<file path="config.mk">
export PLATFORM = sky130hd
export DESIGN_NAME = gbn_sender_ctrl
export DESIGN_NICKNAME = d
export VERILOG_FILES = /design/src/rtl/gbn_pkg.sv /design/src/rtl/gbn_ack_check.sv /design/src/rtl/gbn_loss_timer.sv /design/src/rtl/gbn_window.sv /design/src/rtl/gbn_sender_ctrl.sv
export SDC_FILE = /design/constraint.sdc
export NUM_CORES = 1
export LEC_CHECK = 0
export ABC_CLOCK_PERIOD_IN_PS = 12900
export BUFFER_PORTS_ARGS = -buffer_cell sky130_fd_sc_hd__buf_2
export CORE_MARGIN = 2
export CORE_UTILIZATION = 40
export DETAILED_ROUTE_END_ITERATION = 10
export MAX_ROUTING_LAYER = met4
export PLACE_DENSITY_LB_ADDON = 0.3
export SYNTH_ARGS = -nofsm -noshare
export SYNTH_HDL_FRONTEND = slang
export SYNTH_HIERARCHICAL = 1
export SYNTH_SLANG_ARGS = --single-unit
</file>
<file path="constraint.sdc">
create_clock -name clk -period 12.9 [get_ports clk]
set_input_delay 1.29 -clock clk [delete_from_list [all_inputs] [get_ports clk]]
set_output_delay 1.29 -clock clk [all_outputs]
set_load 0.01 [all_outputs]
</file>
<file path="src/rtl/gbn_pkg.sv">
package gbn_pkg;

  typedef enum logic {
    ACK_POS = 1'b0,
    ACK_NEG = 1'b1
  } ack_kind_e;

  typedef struct packed {
    logic take;  // report number lies in the unconfirmed range
    logic neg;   // accepted report is negative
  } ack_verdict_t;

endpackage

</file>
<file path="src/rtl/gbn_ack_check.sv">
module gbn_ack_check #(
  parameter int SEQ_W = 3
) (
  input  logic                  ack_valid,
  input  gbn_pkg::ack_kind_e    ack_kind,
  input  logic [SEQ_W-1:0]      ack_num,
  input  logic [SEQ_W-1:0]      base_q,
  input  logic [SEQ_W-1:0]      top_q,
  output gbn_pkg::ack_verdict_t verdict,
  output logic [SEQ_W-1:0]      base_next,
  output logic [SEQ_W-1:0]      outstanding
);
  import gbn_pkg::*;

  // distance from b forward to a on the sequence ring
  function automatic logic [SEQ_W-1:0] ring_dist(input logic [SEQ_W-1:0] a,
                                                 input logic [SEQ_W-1:0] b);
    return a - b;
  endfunction

  logic in_range;

  assign outstanding  = ring_dist(top_q, base_q);
  assign in_range     = ring_dist(ack_num, base_q) < outstanding;
  assign verdict.take = ack_valid && in_range;
  assign verdict.neg  = ack_valid && in_range && (ack_kind == ACK_NEG);
  assign base_next    = verdict.take ? (ack_num + SEQ_W'(1)) : base_q;

endmodule

</file>
<file path="src/rtl/gbn_loss_timer.sv">
module gbn_loss_timer #(
  parameter int LIMIT = 64,
  localparam int CW   = (LIMIT > 2) ? $clog2(LIMIT) : 1
) (
  input  logic clk,
  input  logic rst_n,
  input  logic running,
  input  logic restart,
  output logic expire
);

  localparam logic [CW-1:0] LAST = CW'(LIMIT - 1);

  logic [CW-1:0] cnt_q;

  assign expire = running && (cnt_q == LAST);

  always_ff @(posedge clk) begin
    if (!rst_n)                  cnt_q <= '0;
    else if (restart || !running) cnt_q <= '0;
    else                         cnt_q <= cnt_q + CW'(1);
  end

  AST_TMR_IDLE_ZERO: assert property (@(posedge clk) disable iff (!rst_n)
    !running |=> cnt_q == '0);
  AST_TMR_RESTART: assert property (@(posedge clk) disable iff (!rst_n)
    restart |=> cnt_q == '0);
  AST_TMR_NO_OVERRUN: assert property (@(posedge clk) disable iff (!rst_n)
    cnt_q <= LAST);

endmodule

</file>
<file path="src/rtl/gbn_window.sv">
module gbn_window #(
  parameter int SEQ_W = 3,
  parameter int WIN   = 4
) (
  input  logic             clk,
  input  logic             rst_n,
  input  logic             data_avail,
  input  logic             tx_gnt,
  input  logic             ack_take,
  input  logic [SEQ_W-1:0] base_next,
  input  logic             rewind,
  output logic [SEQ_W-1:0] base_q,
  output logic [SEQ_W-1:0] next_q,
  output logic [SEQ_W-1:0] top_q,
  output logic             tx_req,
  output logic             tx_retx
);

  localparam logic [SEQ_W-1:0] WIN_V = SEQ_W'(WIN);

  function automatic logic [SEQ_W-1:0] ring_dist(input logic [SEQ_W-1:0] a,
                                                 input logic [SEQ_W-1:0] b);
    return a - b;
  endfunction

  function automatic logic [SEQ_W-1:0] seq_inc(input logic [SEQ_W-1:0] a);
    return a + SEQ_W'(1);
  endfunction

  logic [SEQ_W-1:0] used;
  logic             room;
  logic             sent;
  logic [SEQ_W-1:0] next_sent;
  logic             passed_by_ack;
  logic [SEQ_W-1:0] next_d;
  logic [SEQ_W-1:0] top_d;

  assign used      = ring_dist(top_q, base_q);
  assign room      = used < WIN_V;
  assign tx_retx   = (next_q != top_q);
  assign tx_req    = tx_retx || (data_avail && room);
  assign sent      = tx_req && tx_gnt;
  assign next_sent = sent ? seq_inc(next_q) : next_q;
  assign top_d     = (sent && !tx_retx) ? seq_inc(top_q) : top_q;

  // the base moved beyond a pointer that was sent back for resending
  assign passed_by_ack = ack_take &&
                         (ring_dist(next_sent, base_q) < ring_dist(base_next, base_q));

  always_comb begin
    next_d = next_sent;
    if (rewind || passed_by_ack) next_d = base_next;
  end

  always_ff @(posedge clk) begin
    if (!rst_n) begin
      base_q <= '0;
      next_q <= '0;
      top_q  <= '0;
    end else begin
      base_q <= base_next;
      next_q <= next_d;
      top_q  <= top_d;
    end
  end

  AST_WIN_BOUND: assert property (@(posedge clk) disable iff (!rst_n)
    ring_dist(top_q, base_q) <= WIN_V);
  AST_FULL_NO_NEW: assert property (@(posedge clk) disable iff (!rst_n)
    (!tx_retx && ring_dist(top_q, base_q) == WIN_V) |-> !tx_req);
  AST_BASE_ONLY_ON_ACK: assert property (@(posedge clk) disable iff (!rst_n)
    !ack_take |=> base_q == $past(base_q));
  AST_REWIND_LANDS: assert property (@(posedge clk) disable iff (!rst_n)
    rewind |=> next_q == base_q);
  AST_NEXT_IN_WINDOW: assert property (@(posedge clk) disable iff (!rst_n)
    ring_dist(next_q, base_q) <= ring_dist(top_q, base_q));

endmodule

</file>
<file path="src/rtl/gbn_sender_ctrl.sv">
module gbn_sender_ctrl #(
  parameter int SEQ_W      = 3,
  parameter int WIN        = 4,
  parameter int TMO_CYCLES = 64
) (
  input  logic             clk,
  input  logic             rst_n,
  input  logic             data_avail,
  output logic             tx_req,
  output logic [SEQ_W-1:0] tx_seq,
  output logic             tx_retx,
  input  logic             tx_gnt,
  input  logic             ack_valid,
  input  logic             ack_neg,
  input  logic [SEQ_W-1:0] ack_num,
  output logic [SEQ_W-1:0] win_base,
  output logic [SEQ_W-1:0] in_flight,
  output logic             win_full,
  output logic             rewind
);
  import gbn_pkg::*;

  ack_kind_e        ack_kind;
  ack_verdict_t     verdict;
  logic [SEQ_W-1:0] base_q;
  logic [SEQ_W-1:0] next_q;
  logic [SEQ_W-1:0] top_q;
  logic [SEQ_W-1:0] base_next;
  logic [SEQ_W-1:0] outstanding;
  logic             tmr_expire;
  logic             tmr_restart;
  logic             tmr_running;
  logic             nak_loss;
  logic             tmo_loss;

  assign ack_kind = ack_neg ? ACK_NEG : ACK_POS;

  gbn_ack_check #(.SEQ_W(SEQ_W)) u_ack (
    .ack_valid  (ack_valid),
    .ack_kind   (ack_kind),
    .ack_num    (ack_num),
    .base_q     (base_q),
    .top_q      (top_q),
    .verdict    (verdict),
    .base_next  (base_next),
    .outstanding(outstanding)
  );

  // an accepted report wins over an expiry in the same cycle
  assign nak_loss    = verdict.neg;
  assign tmo_loss    = tmr_expire && !verdict.take;
  assign rewind      = nak_loss || tmo_loss;
  assign tmr_restart = verdict.take || rewind;
  assign tmr_running = (outstanding != '0);

  gbn_loss_timer #(.LIMIT(TMO_CYCLES)) u_tmr (
    .clk    (clk),
    .rst_n  (rst_n),
    .running(tmr_running),
    .restart(tmr_restart),
    .expire (tmr_expire)
  );

  gbn_window #(.SEQ_W(SEQ_W), .WIN(WIN)) u_win (
    .clk       (clk),
    .rst_n     (rst_n),
    .data_avail(data_avail),
    .tx_gnt    (tx_gnt),
    .ack_take  (verdict.take),
    .base_next (base_next),
    .rewind    (rewind),
    .base_q    (base_q),
    .next_q    (next_q),
    .top_q     (top_q),
    .tx_req    (tx_req),
    .tx_retx   (tx_retx)
  );

  assign tx_seq    = next_q;
  assign win_base  = base_q;
  assign in_flight = outstanding;
  assign win_full  = (outstanding == SEQ_W'(WIN));

  AST_ACK_BEATS_EXPIRY: assert property (@(posedge clk) disable iff (!rst_n)
    (tmr_expire && verdict.take && !ack_neg) |-> !rewind);
  AST_EXPIRY_ACTS: assert property (@(posedge clk) disable iff (!rst_n)
    (tmr_expire && !ack_valid) |=> tx_seq == win_base);
  AST_POS_ACK_BASE: assert property (@(posedge clk) disable iff (!rst_n)
    (verdict.take && !ack_neg) |=> win_base == $past(ack_num) + SEQ_W'(1));

endmodule

</file>
# == After elaboration in Yosys (flattened, before gate mapping) ==
# Cells that the tools add are included.
# totals
out_inout_bits,13
wordCells,41
register_bits,15
# op_classes
add_sub_neg,8
n_eq_ne,3
muxes,4
magnitude_cmp,3
reduce_logical,18
bitwise_logic,1
# ops
op,count
subtractor 3 bit,4
adder 3 x 1 -> 3 bit (second input constant),3
2-to-1 mux 3 bit,3
logical AND 1 bit,8
adder 6 x 1 -> 6 bit (second input constant),1
== test 6 bit (second input constant),1
< comparator 3 bit,2
logical OR 1 bit,5
== test 3 bit (second input constant),1
logical NOT 1 bit,3
< comparator 3 bit (second input constant),1
!= test 3 bit,1
nonzero test 3 bit,1
OR reduction 2 bit,1
2-to-1 mux 1 bit,1
inverter 1 bit,1

# == Longest topological paths before layout ==
# Gate-level depths: netlist of the first run.
# depth
depth_word,11
mapped_depth,21
depth_no_buf,21

# == Modules after synthesis ==
# Netlist of the first run, hierarchy kept.
# by_module_without_submodules
module,n_inst,cells_each,seq_area_each_um2,area_per_inst_um2
gbn_window,1,76,180.2,691.9
gbn_ack_check,1,30,0.0,261.5
gbn_loss_timer,1,26,120.1,232.7
gbn_sender_ctrl,1,5,0.0,32.5

# == Worst setup path after synthesis of the first run ==
# No wires, ideal clock.
# synth_timing
path_kind,in2reg
startpoint,input port ack_num[0]
endpoint,register u_win.next_q[2]
n_path_buf,0
setup_slack_ns,7.970
stages,21
setup_ns,0.136
t_arrival_ns,4.794
path_cell_list,inv_1 > ha_1 > inv_1 > fa_1 > xor2_1 > xnor2_1 > ha_1 > nand2_1 > o211ai_2 > mux2_2 > inv_1 > ha_1 > inv_1 > fa_1 > xnor2_1 > xnor2_1 > ha_1 > a2111oi_0 > nor3_1 > o21ai_0 > a31oi_1
# synth_between
elab_chain_cells,9
# synth_lines
item,line,source
start: declaration,gbn_sender_ctrl.sv:15,"input logic [SEQ_W-1:0] ack_num,"
subtractor 3 bit,gbn_ack_check.sv:18,return a - b;
< comparator 3 bit,gbn_ack_check.sv:24,"assign in_range = ring_dist(ack_num, base_q) < outstanding;"
logical AND 1 bit,gbn_ack_check.sv:25,assign verdict.take = ack_valid && in_range;
2-to-1 mux 3 bit *,gbn_ack_check.sv:27,assign base_next = verdict.take ? (ack_num + SEQ_W'(1)) : base_q;
via base_next[0],gbn_sender_ctrl.sv:28,logic [SEQ_W-1:0] base_next;
subtractor 3 bit *,gbn_window.sv:23,return a - b;
< comparator 3 bit *,gbn_window.sv:48,"(ring_dist(next_sent, base_q) < ring_dist(base_next, base_q));"
logical AND 1 bit *,gbn_window.sv:47,assign passed_by_ack = ack_take &&
logical OR 1 bit *,gbn_window.sv:52,if (rewind || passed_by_ack) next_d = base_next;
2-to-1 mux 3 bit *,gbn_window.sv:52,
end signal: assignment,gbn_window.sv:62,next_q <= next_d;
end: declaration,gbn_window.sv:13,"output logic [SEQ_W-1:0] next_q,"
# The timed path passes the listed nets; every way through them passes the cells marked *.
# A chain may end at the register's enable or synchronous reset.

# == Worst setup path after layout of the first run ==
# Ends and elaborated chain as after synthesis.

==> results of run 1 <==
power by group through the flow:
stage | clock network [mW] | registers (mW) | logic, mW
2_1_floorplan | 0 | 0.0676 | 0.128
3_3_place_gp | 0 | 0.0682 | 0.167
3_5_place_dp | 0 | 0.0691 | 0.173
4_1_cts | 0.0262 | 0.0683 | 0.174
5_1_grt | 0.0274 | 0.0703 | 0.196
6_report | 0.0255 | 0.0678 | 0.172
stage by stage:
step | cells | hold WS (ns) | cell area (sq um)
final | 194 | 0.469 | 1390
after global routing | 194 | 0.500 | 1390
after CTS | 194 | 0.472 | 1390
after detailed placement | 190 | 0.452 | 1360
after global placement | 190 | 0.445 | 1360
after floorplan | 137 | 0.430 | 1220
layer usage:
metal	wire length, um	share of wire [%]	global-route usage [%]
met5	0	0	-
met4	22	0.90	4.87
met3	77	3.1	1.53
met2	1230	50	26.1
met1	1120	46	20.6
synth_stat cells (2+ instances only):
library cell	instances	area [sq um]
nor2_1	7	26.3
nor3_1	4	20.0
xnor2_1	8	70.1
or3_1	4	25.0
nand2b_1	4	25.0
ha_1	13	163
a21oi_1	4	20.0
nand2_1	8	30.0
nand3_1	6	30.0
mux2_4	2	30.0
fa_1	4	80.1
mux2i_1	4	40.0
o21ai_0	6	30.0
dfxtp_1	15	300
nor2b_1	2	12.5
and2_1	3	18.8
xor2_1	9	78.8
inv_1	20	75.1
final timing paths:
check | startpoint | endpoint | slack [ns] | cells after the start
max | ack_num[0] | u_win/next_q[2] | 7.84 | 22
min | u_tmr/cnt_q[0] | u_tmr/cnt_q[0] | 0.47 | 1
max reg2reg | u_win/base_q[0] | u_win/next_q[2] | 8.48 | 20
min reg2reg | u_tmr/cnt_q[0] | u_tmr/cnt_q[0] | 0.47 | 1
logic make-up after synthesis:
kind of cell | after synthesis
AO/OA/AOI/OAI | 16
XOR/XNOR | 18
adder cells (fa/ha/maj) | 17
buffers and inverters | 22
flip-flops | 15
multiplexers | 7
AND/OR/NAND/NOR | 42
sequential cells by signal, summed over array words and instances, names as in the netlist:
name,count
u_win/next_q,3
u_win/top_q,3
u_win/base_q,3
u_tmr/cnt_q,6
layout make-up:
class	count	share of cell area (%)
repair buffers	21	7.57
inverters	21	5.68
well taps	33	2.98
flip-flops and latches	15	21.6
multi-input cells	100	60.2
clock buffers	4	1.89
placed cells by master, fill, tap and decap left out, types with 4 or more instances in the layout:
cell,instances
inv_1,20
a21oi_1,4
nand2_1,8
nor3_1,4
nand3_1,6
dfxtp_1,15
xnor2_1,8
ha_1,13
o21ai_0,6
buf_2,21
or3_1,4
nor2_1,7
nand2b_1,4
mux2i_1,4
fa_1,4
xor2_1,9
==> flow_summary_export.csv, run 1 <==
group,metric,value,unit
cells_and_area,fillers,297,
cts,cts_resized,0,
route,avgRoutedWirePerCell,12.6,um
power_and_ir_drop,cellInternalPower,145,uW
cells_and_area,diodes,0,
critical_path,cpLargestDelayFamily,"adder cells",
yosys,synth_xor_area_share,14.1,%
floorplanning,pin_count,22,
yosys,syn_inst,137,
power_and_ir_drop,swShare,45.3,%
timing,fin_crit_sh,39.2,%
yosys,ys.flop_type,"dfxtp_1",
power_and_ir_drop,leakagePower,0.647,nW
cts,post_cts_buffers,0,
placed_design,place_congestion,0.766,
power_and_ir_drop,finalPower,265,uW
route,ant_nets,0,
timing,tightestPinTransition,0.591,ns
placed_design,io_buffers,21,
cells_and_area,synthToLayoutAreaGrowth,13.9,%
yosys,synth_top_family_by_area,"adder cells",
floorplanning,die_y,59.2,um
grt,grt_start_max_net_pins,14,
timing,skew,0.00201,ns
yosys,synth_mux_area_share,6.67,%
cells_and_area,nNetsFinal,188,
power_and_ir_drop,p_per_area,191,nW/um^2
cts,cts_tree,"yes",
critical_path,worstSetupEndpointType,"flop",
critical_path,critical_path_required,13.10,ns
critical_path,start_kind,"primary input",
route,drc,0,
cells_and_area,final-seq-area,300,sq um
critical_path,cp.buffers_inverters,5,
placed_design,dpl.hpwl,1990,um
cts,clockBufferDepth,2,
cells_and_area,multi_input_area,836,sq um
route,drtIter0Drc,28,
route,first_pass_iters,4,
timing,relSlewSlack,60.3,%
power_and_ir_drop,switchingPower,120,uW
cts,clk_latency,0.27,ns
cts,htreeDepth,1,
yosys,yosysSeqAreaShare,24.6,%
power_and_ir_drop,ir_worst_vdd,0.0661,mV
cells_and_area,post-route-util,46.6,%
timing,setup_tns,0,ns
timing,fin_crit,5.06,ns
grt,grt_overflow,0,
timing,grt_setup_unrepaired,"no",
yosys,synth_edf_count,0,
flow_run,drv_cap,0,
critical_path,crit_slowest_cell,"nor3_1",
yosys,syn-num-nets,163,
yosys,yosys.area_share.adder,19.9,%
run_status,status,"finished clean",
yosys,ys_async_sr_fraction,0,%
floorplanning,core,2980,sq um
grt,grt_use_total,15.9,%
yosys,syn_area_per_cell,8.90,sq um
cts,clock-root-buffer,"clkbuf_4",
route,routed_wl,2450,um
placed_design,pre_cts_slack,7.54,ns
power_and_ir_drop,clkPwrFrac,9.6,%
cts,clock-sinks,15,
timing,fmax,198,MHz
grt,grt_pass1_vias,951,
timing,slew_violations,0,
grt,grt_antenna_before_repair,0,
timing,final-setup-viol-count,0,
critical_path,cp_max_fo,6,
yosys,synth-simple-area-share,18.3,%
yosys,synth.ff_latch_count,15,
cts,hold_buffers,0,
floorplanning,rows,20,
floorplanning,dieWidth,59.2,um
yosys,synth.distinct_cells,32,
timing,finalHoldViolCount,0,
power_and_ir_drop,p_seq_share,25.5,%
timing,fin_ws,7.84,ns
route,avgViaCountPerCell,5.05,
route,via_count,980,
yosys,synth_compound_area_share,9.65,%
grt,grt_pass1_wl,4150,um
cells_and_area,drive_gt1_share,20.5,%
critical_path,slowest_delay,0.51,ns
min_path,holdCritPathClass,"reg2reg",
critical_path,crit_chain,"buf_2 > inv_1 > ha_1 > inv_1 > fa_1 > xor2_1 > xnor2_1 > ha_1 > nand2_1 > o211ai_2 > mux2_2 > inv_1 > ha_1 > inv_1 > fa_1 > xnor2_1 > xnor2_1 > ha_1 > a2111oi_0 > nor3_1 > o21ai_0 > a31oi_1",
floorplanning,die-area,3500,sq um
power_and_ir_drop,p_comb_share,64.9,%
yosys,synth_area,1220,sq um
floorplanning,start_util,40.9,%
critical_path,critPathKind,"in2reg",
critical_path,critPathArrivalTime,5.26,ns
cts,cts_made_buffers,3,
cts,cts.clk_slew.worst_paths,0.08,ns
yosys,ys_warn_count,6,
(Power assumes the default switching activity.)
==> run 2: changes to the inputs <==
--- a/config.mk
+++ b/config.mk
@@ -5,7 +5,7 @@
 export SDC_FILE = /design/constraint.sdc
 export NUM_CORES = 1
 export LEC_CHECK = 0
-export ABC_CLOCK_PERIOD_IN_PS = 12900
+export ABC_CLOCK_PERIOD_IN_PS = 4950
 export BUFFER_PORTS_ARGS = -buffer_cell sky130_fd_sc_hd__buf_2
 export CORE_MARGIN = 2
 export CORE_UTILIZATION = 40
==> constraint.sdc (replaced) <==
create_clock -name clk -period 4.95 [get_ports clk]
set_input_delay 0.495 -clock clk [delete_from_list [all_inputs] [get_ports clk]]
set_output_delay 0.495 -clock clk [all_outputs]
set_load 0.01 [all_outputs]
==> run 2 against run 1 <==
  * Via count down 0.31%
  * Design area up 0.54%
  * Routed wire length down 7.1%
  * Non-clock buffer count up 1
  * Cell count up 0.52%
  * Clock power rose to 2.6 times the previous value
  * Count of clock-buffer cells in the layout unchanged
==> flow_summary_export.csv, run 2 (synthesis gave the netlist of run 1 again) <==
group,metric,value,unit
run_status,status,"finished clean",
route,avgViaCountPerCell,5.01,
floorplanning,core,2980,sq um
critical_path,crit_chain,"ha_1 > inv_1 > fa_1 > xor2_1 > xnor2_1 > ha_1 > nand2_1 > o211ai_2 > mux2_2 > inv_1 > ha_1 > inv_1 > fa_1 > xnor2_1 > xnor2_1 > ha_1 > a2111oi_0 > nor3_1 > buf_4 > o21ai_0 > a31oi_1",
power_and_ir_drop,switchingPower,314,uW
cts,clockBufferDepth,2,
cts,cts_resized,0,
cells_and_area,final_cell_mix,"buf_2 (21), inv_1 (20), dfxtp_1 (15), ha_1 (13), xor2_1 (9)",
power_and_ir_drop,cellInternalPower,391,uW
cts,clk_latency,0.27,ns
cells_and_area,post-route-util,46.8,%
cells_and_area,final_area,1400,sq um
timing,tightestPinTransition,0.484,ns
timing,final-setup-viol-count,0,
cells_and_area,nNetsFinal,189,
route,drtIter0Drc,27,
critical_path,cpMostUsedCell,"ha_1",
route,avgRoutedWirePerCell,11.7,um
min_path,holdCritPathClass,"reg2reg",
critical_path,crit_slowest_cell,"dfxtp_1",
timing,setup_tns,0,ns
placed_design,place_congestion,0.832,
grt,grt_antenna_before_repair,0,
route,first_pass_iters,4,
placed_design,dpl.hpwl,1880,um
floorplanning,rows,20,
grt,grt_use_total,15.3,%
floorplanning,die-area,3500,sq um
critical_path,slowest_delay,0.49,ns
timing,skew,0.00369,ns
route,ant_nets,0,
critical_path,worstSetupEndpointType,"flop",
power_and_ir_drop,leakagePower,0.651,nW
grt,grt_pass1_wl,4010,um
cts,post_cts_buffers,0,
cts,cts_made_buffers,3,
cells_and_area,drive_gt1_share,21.0,%
placed_design,io_buffers,21,
floorplanning,dieWidth,59.2,um
power_and_ir_drop,swShare,44.6,%
timing,slew_violations,0,
timing,fin_hold_ws,0.469,ns
power_and_ir_drop,p_seq_share,24.9,%
critical_path,cp.buffers_inverters,4,
cts,clock-sinks,15,
critical_path,start_kind,"flop",
critical_path,critPathKind,"reg2reg",
grt,grt_start_max_net_pins,14,
critical_path,critPathArrivalTime,4.63,ns
floorplanning,die_y,59.2,um
cells_and_area,diodes,0,
route,routed_wl,2270,um
power_and_ir_drop,ir_worst_vdd,0.229,mV
timing,fin_crit_sh,90.3,%
critical_path,critical_path_required,5.11,ns
grt,grt_overflow,0,
timing,fin_crit,4.47,ns
cells_and_area,synthToLayoutAreaGrowth,14.5,%
floorplanning,pin_count,22,
route,via_count,977,
power_and_ir_drop,clkPwrFrac,9.3,%
timing,grt_setup_unrepaired,"no",
timing,finalHoldViolCount,0,
timing,relSlewSlack,67.5,%
flow_run,drv_cap,0,
cells_and_area,largest_reg_flops,6,
timing,fmax,224,MHz
placed_design,place_area,1370,sq um
floorplanning,start_util,40.9,%
cts,cts_tree,"yes",
cells_and_area,mostFrequentLayoutCell,"buf_2",
cts,htreeDepth,1,
critical_path,cpLargestDelayFamily,"adder cells",
power_and_ir_drop,p_comb_share,65.8,%
cts,hold_buffers,0,
cts,clock-root-buffer,"clkbuf_4",
critical_path,cp_max_fo,7,
power_and_ir_drop,finalPower,705,uW
route,drc,0,
cts,cts.clk_slew.worst_paths,0.08,ns
cells_and_area,largest_register,"u_tmr/cnt_q",
grt,grt_pass1_vias,924,
power_and_ir_drop,p_per_area,506,nW/um^2
==> run 2: cell count changes in the layout (fill, tap and decap cells not counted) <==
cell | before | now
buf_4 | 0 | 1
==> run 2: worst paths after layout <==
check / from / slack [ns] / to / cells past startpoint
worst max-delay path: u_win/base_q[0] / 0.48 / u_win/next_q[2] / 21
worst min-delay path: u_tmr/cnt_q[0] / 0.47 / u_tmr/cnt_q[0] / 1
worst max register to register: u_win/base_q[0] / 0.48 / u_win/next_q[2] / 21
worst min register to register: u_tmr/cnt_q[0] / 0.47 / u_tmr/cnt_q[0] / 1
==> run 2: through the flow <==
step | setup slack (ns) | std cells
after floorplan | 0.815 | 137
after global placement | 0.468 | 191
after detailed placement | 0.341 | 191
after CTS | 0.474 | 195
after global routing | 0.188 | 195
final | 0.483 | 195
==> run 2: layout make-up <==
| type | instances | area [sq um] |
|---|---|---|
| clock buffers | 4 | 26.3 |
| repair buffers | 22 | 113 |
| fillers | 315 | 1580 |
| flip-flops and latches | 15 | 300 |
| multi-input cells | 100 | 836 |
| inverters | 21 | 78.8 |
| well taps | 33 | 41.3 |
==> run 2: power groups by stage <==
stage	combinational [mW]	clock [mW]	sequential, mW
6_report	0.464	0.0659	0.175
5_1_grt	0.526	0.0761	0.181
4_1_cts	0.468	0.0692	0.176
3_5_place_dp	0.466	0	0.179
3_3_place_gp	0.450	0	0.178
2_1_floorplan	0.334	0	0.176
==> run 2: per-layer routing <==
layer  global-route usage (%)  vias up  share of wire, %
met3                     1.97        2               2.4
met5                        -        -                 0
li1                         -      508                 -
met2                     24.2       17                47
met4                     5.84        0              0.97
met1                     20.0      450                49
==> run 3: changes to the inputs <==
--- a/config.mk
+++ b/config.mk
@@ -7,6 +7,8 @@
 export LEC_CHECK = 0
 export ABC_CLOCK_PERIOD_IN_PS = 4950
 export BUFFER_PORTS_ARGS = -buffer_cell sky130_fd_sc_hd__buf_2
+export CELL_PAD_IN_SITES_DETAIL_PLACEMENT = 0
+export CELL_PAD_IN_SITES_GLOBAL_PLACEMENT = 1
 export CORE_MARGIN = 2
 export CORE_UTILIZATION = 40
 export DETAILED_ROUTE_END_ITERATION = 10
==> run 3 against run 2 <==
  * Maximum frequency grew 0.67%
  * Routed wire length rose by 0.35%
  * Sequential share of layout area increased by 0.12 points
  * Core utilization is 0.25 points lower
  * Non-clock buffer count shrank 1
  * Count of clock-buffer cells in the layout stayed put
  * Critical path depth down 1
  * First-iteration DRC count is 52% higher
  * Flip-flop and latch count did not move
  * Worst setup slack gained 0.030 ns
  * Critical endpoint unchanged
  * Largest cell class unchanged
==> flow_summary_export.csv, run 3 (synthesis gave the netlist of run 1 again) <==
group,metric,value,unit
flow_run,drv_cap,0,
cells_and_area,finalNonFillerCells,194,
power_and_ir_drop,p_per_area,502,nW/um^2
timing,final-setup-viol-count,0,
route,avgViaCountPerCell,4.92,
cts,clockBufferDepth,2,
floorplanning,die_y,59.2,um
cells_and_area,nNetsFinal,188,
placed_design,io_buffers,21,
power_and_ir_drop,swShare,45.4,%
route,routed_wl,2280,um
grt,grt_antenna_before_repair,0,
critical_path,start_kind,"flop",
timing,skew,0.00291,ns
floorplanning,pin_count,22,
route,first_pass_iters,4,
timing,finalHoldViolCount,0,
route,avgRoutedWirePerCell,11.8,um
cts,cts.clk_slew.worst_paths,0.09,ns
timing,grt_setup_unrepaired,"no",
floorplanning,start_util,40.9,%
critical_path,critPathArrivalTime,4.64,ns
cts,clk_latency,0.27,ns
timing,fin_crit_sh,89.7,%
timing,relSlewSlack,62.1,%
power_and_ir_drop,p_comb_share,65.3,%
cts,cts_tree,"yes",
grt,grt_pass1_wl,4120,um
power_and_ir_drop,cellInternalPower,380,uW
cells_and_area,final_cell_mix,"buf_2 (21), inv_1 (20), dfxtp_1 (15), ha_1 (13), xor2_1 (9)",
cells_and_area,largest_reg_flops,6,
cells_and_area,final_area,1390,sq um
cts,clock-root-buffer,"clkbuf_4",
placed_design,place_area,1360,sq um
cts,cts_resized,0,
cts,post_cts_buffers,0,
grt,grt_use_total,15.7,%
floorplanning,core,2980,sq um
placed_design,dpl.hpwl,1890,um
cts,cts_made_buffers,3,
route,via_count,954,
critical_path,regToRegSetupSlack,0.51,ns
timing,slew_violations,0,
floorplanning,dieWidth,59.2,um
cells_and_area,synthToLayoutAreaGrowth,13.9,%
floorplanning,die-area,3500,sq um
power_and_ir_drop,leakagePower,0.647,nW
cells_and_area,drive_gt1_share,20.5,%
power_and_ir_drop,p_seq_share,25.1,%
critical_path,worstSetupEndpointType,"flop",
placed_design,pre_cts_slack,0.384,ns
route,drtIter0Drc,41,
critical_path,cp_max_fo,7,
min_path,holdCritPathClass,"reg2reg",
grt,grt_overflow,0,
run_status,status,"finished clean",
timing,fin_crit,4.44,ns
critical_path,critPathKind,"reg2reg",
power_and_ir_drop,switchingPower,317,uW
grt,grt_start_max_net_pins,14,
cts,hold_buffers,0,
power_and_ir_drop,ir_worst_vdd,0.273,mV
cells_and_area,largest_register,"u_tmr/cnt_q",
cts,clock-sinks,15,
timing,tightestPinTransition,0.565,ns
timing,setup_tns,0,ns
floorplanning,rows,20,
power_and_ir_drop,clkPwrFrac,9.7,%
cts,htreeDepth,1,
route,ant_nets,0,
critical_path,critical_path_required,5.15,ns
placed_design,place_inst,190,
grt,grt_pass1_vias,928,
cells_and_area,mostFrequentLayoutCell,"buf_2",
placed_design,place_congestion,0.740,
timing,fin_ws,0.512,ns
route,drc,0,
timing,fmax,225,MHz
cells_and_area,diodes,0,
## run 3: power by group through the flow
stage / Clock (mW) / Combinational, mW / Sequential (mW)
detailed placement: 0 / 0.451 / 0.179
finish: 0.0674 / 0.454 / 0.175
global placement: 0 / 0.440 / 0.178
floorplan: 0 / 0.334 / 0.176
global route: 0.0788 / 0.518 / 0.181
CTS: 0.0704 / 0.455 / 0.176
## run 3: critical path: stages (launching register included)
cell	delay, ns
dfxtp_1	0.47
ha_1	0.21
inv_1	0.05
fa_1	0.37
xor2_1	0.17
xnor2_1	0.13
ha_1	0.31
nand2_1	0.06
o211ai_2	0.20
mux2_2	0.38
inv_1	0.07
ha_1	0.14
inv_1	0.05
fa_1	0.38
xnor2_1	0.18
xnor2_1	0.15
ha_1	0.20
a2111oi_0	0.07
nor3_1	0.49
o21ai_0	0.14
a31oi_1	0.15
## run 3: worst paths after layout
check                                      from         endpoint  cells after the start
worst min-delay path             u_tmr/cnt_q[0]   u_tmr/cnt_q[0]                      1
worst min register to register   u_tmr/cnt_q[0]   u_tmr/cnt_q[0]                      1
worst max-delay path            u_win/base_q[0]  u_win/next_q[2]                     20
worst max register to register  u_win/base_q[0]  u_win/next_q[2]                     20
## run 3: area by class of cell
class,count,area (sq um)
clock buffers,4,26.3
fillers,307,1590
inverters,21,78.8
multi-input cells,100,836
flip-flops and latches,15,300
well taps,33,41.3
repair buffers,21,105
## run 3: through the flow
stage	power (mW)	hold WS, ns	utilization, %
2_1_floorplan	0.510	0.430	-
3_3_place_gp	0.618	0.449	45.7
4_1_cts	0.701	0.484	46.6
3_5_place_dp	0.630	0.464	45.7
6_report	0.696	0.476	46.6
5_1_grt	0.778	0.508	46.6
## run 3: layer usage
metal | vias to the layer above | GRT usage [%] | routed length (um)
li1 | 502 | - | -
met1 | 432 | 21.8 | 1160
met2 | 18 | 23.9 | 1040
met3 | 2 | 1.31 | 65
met4 | 0 | 5.84 | 19
met5 | - | - | 0
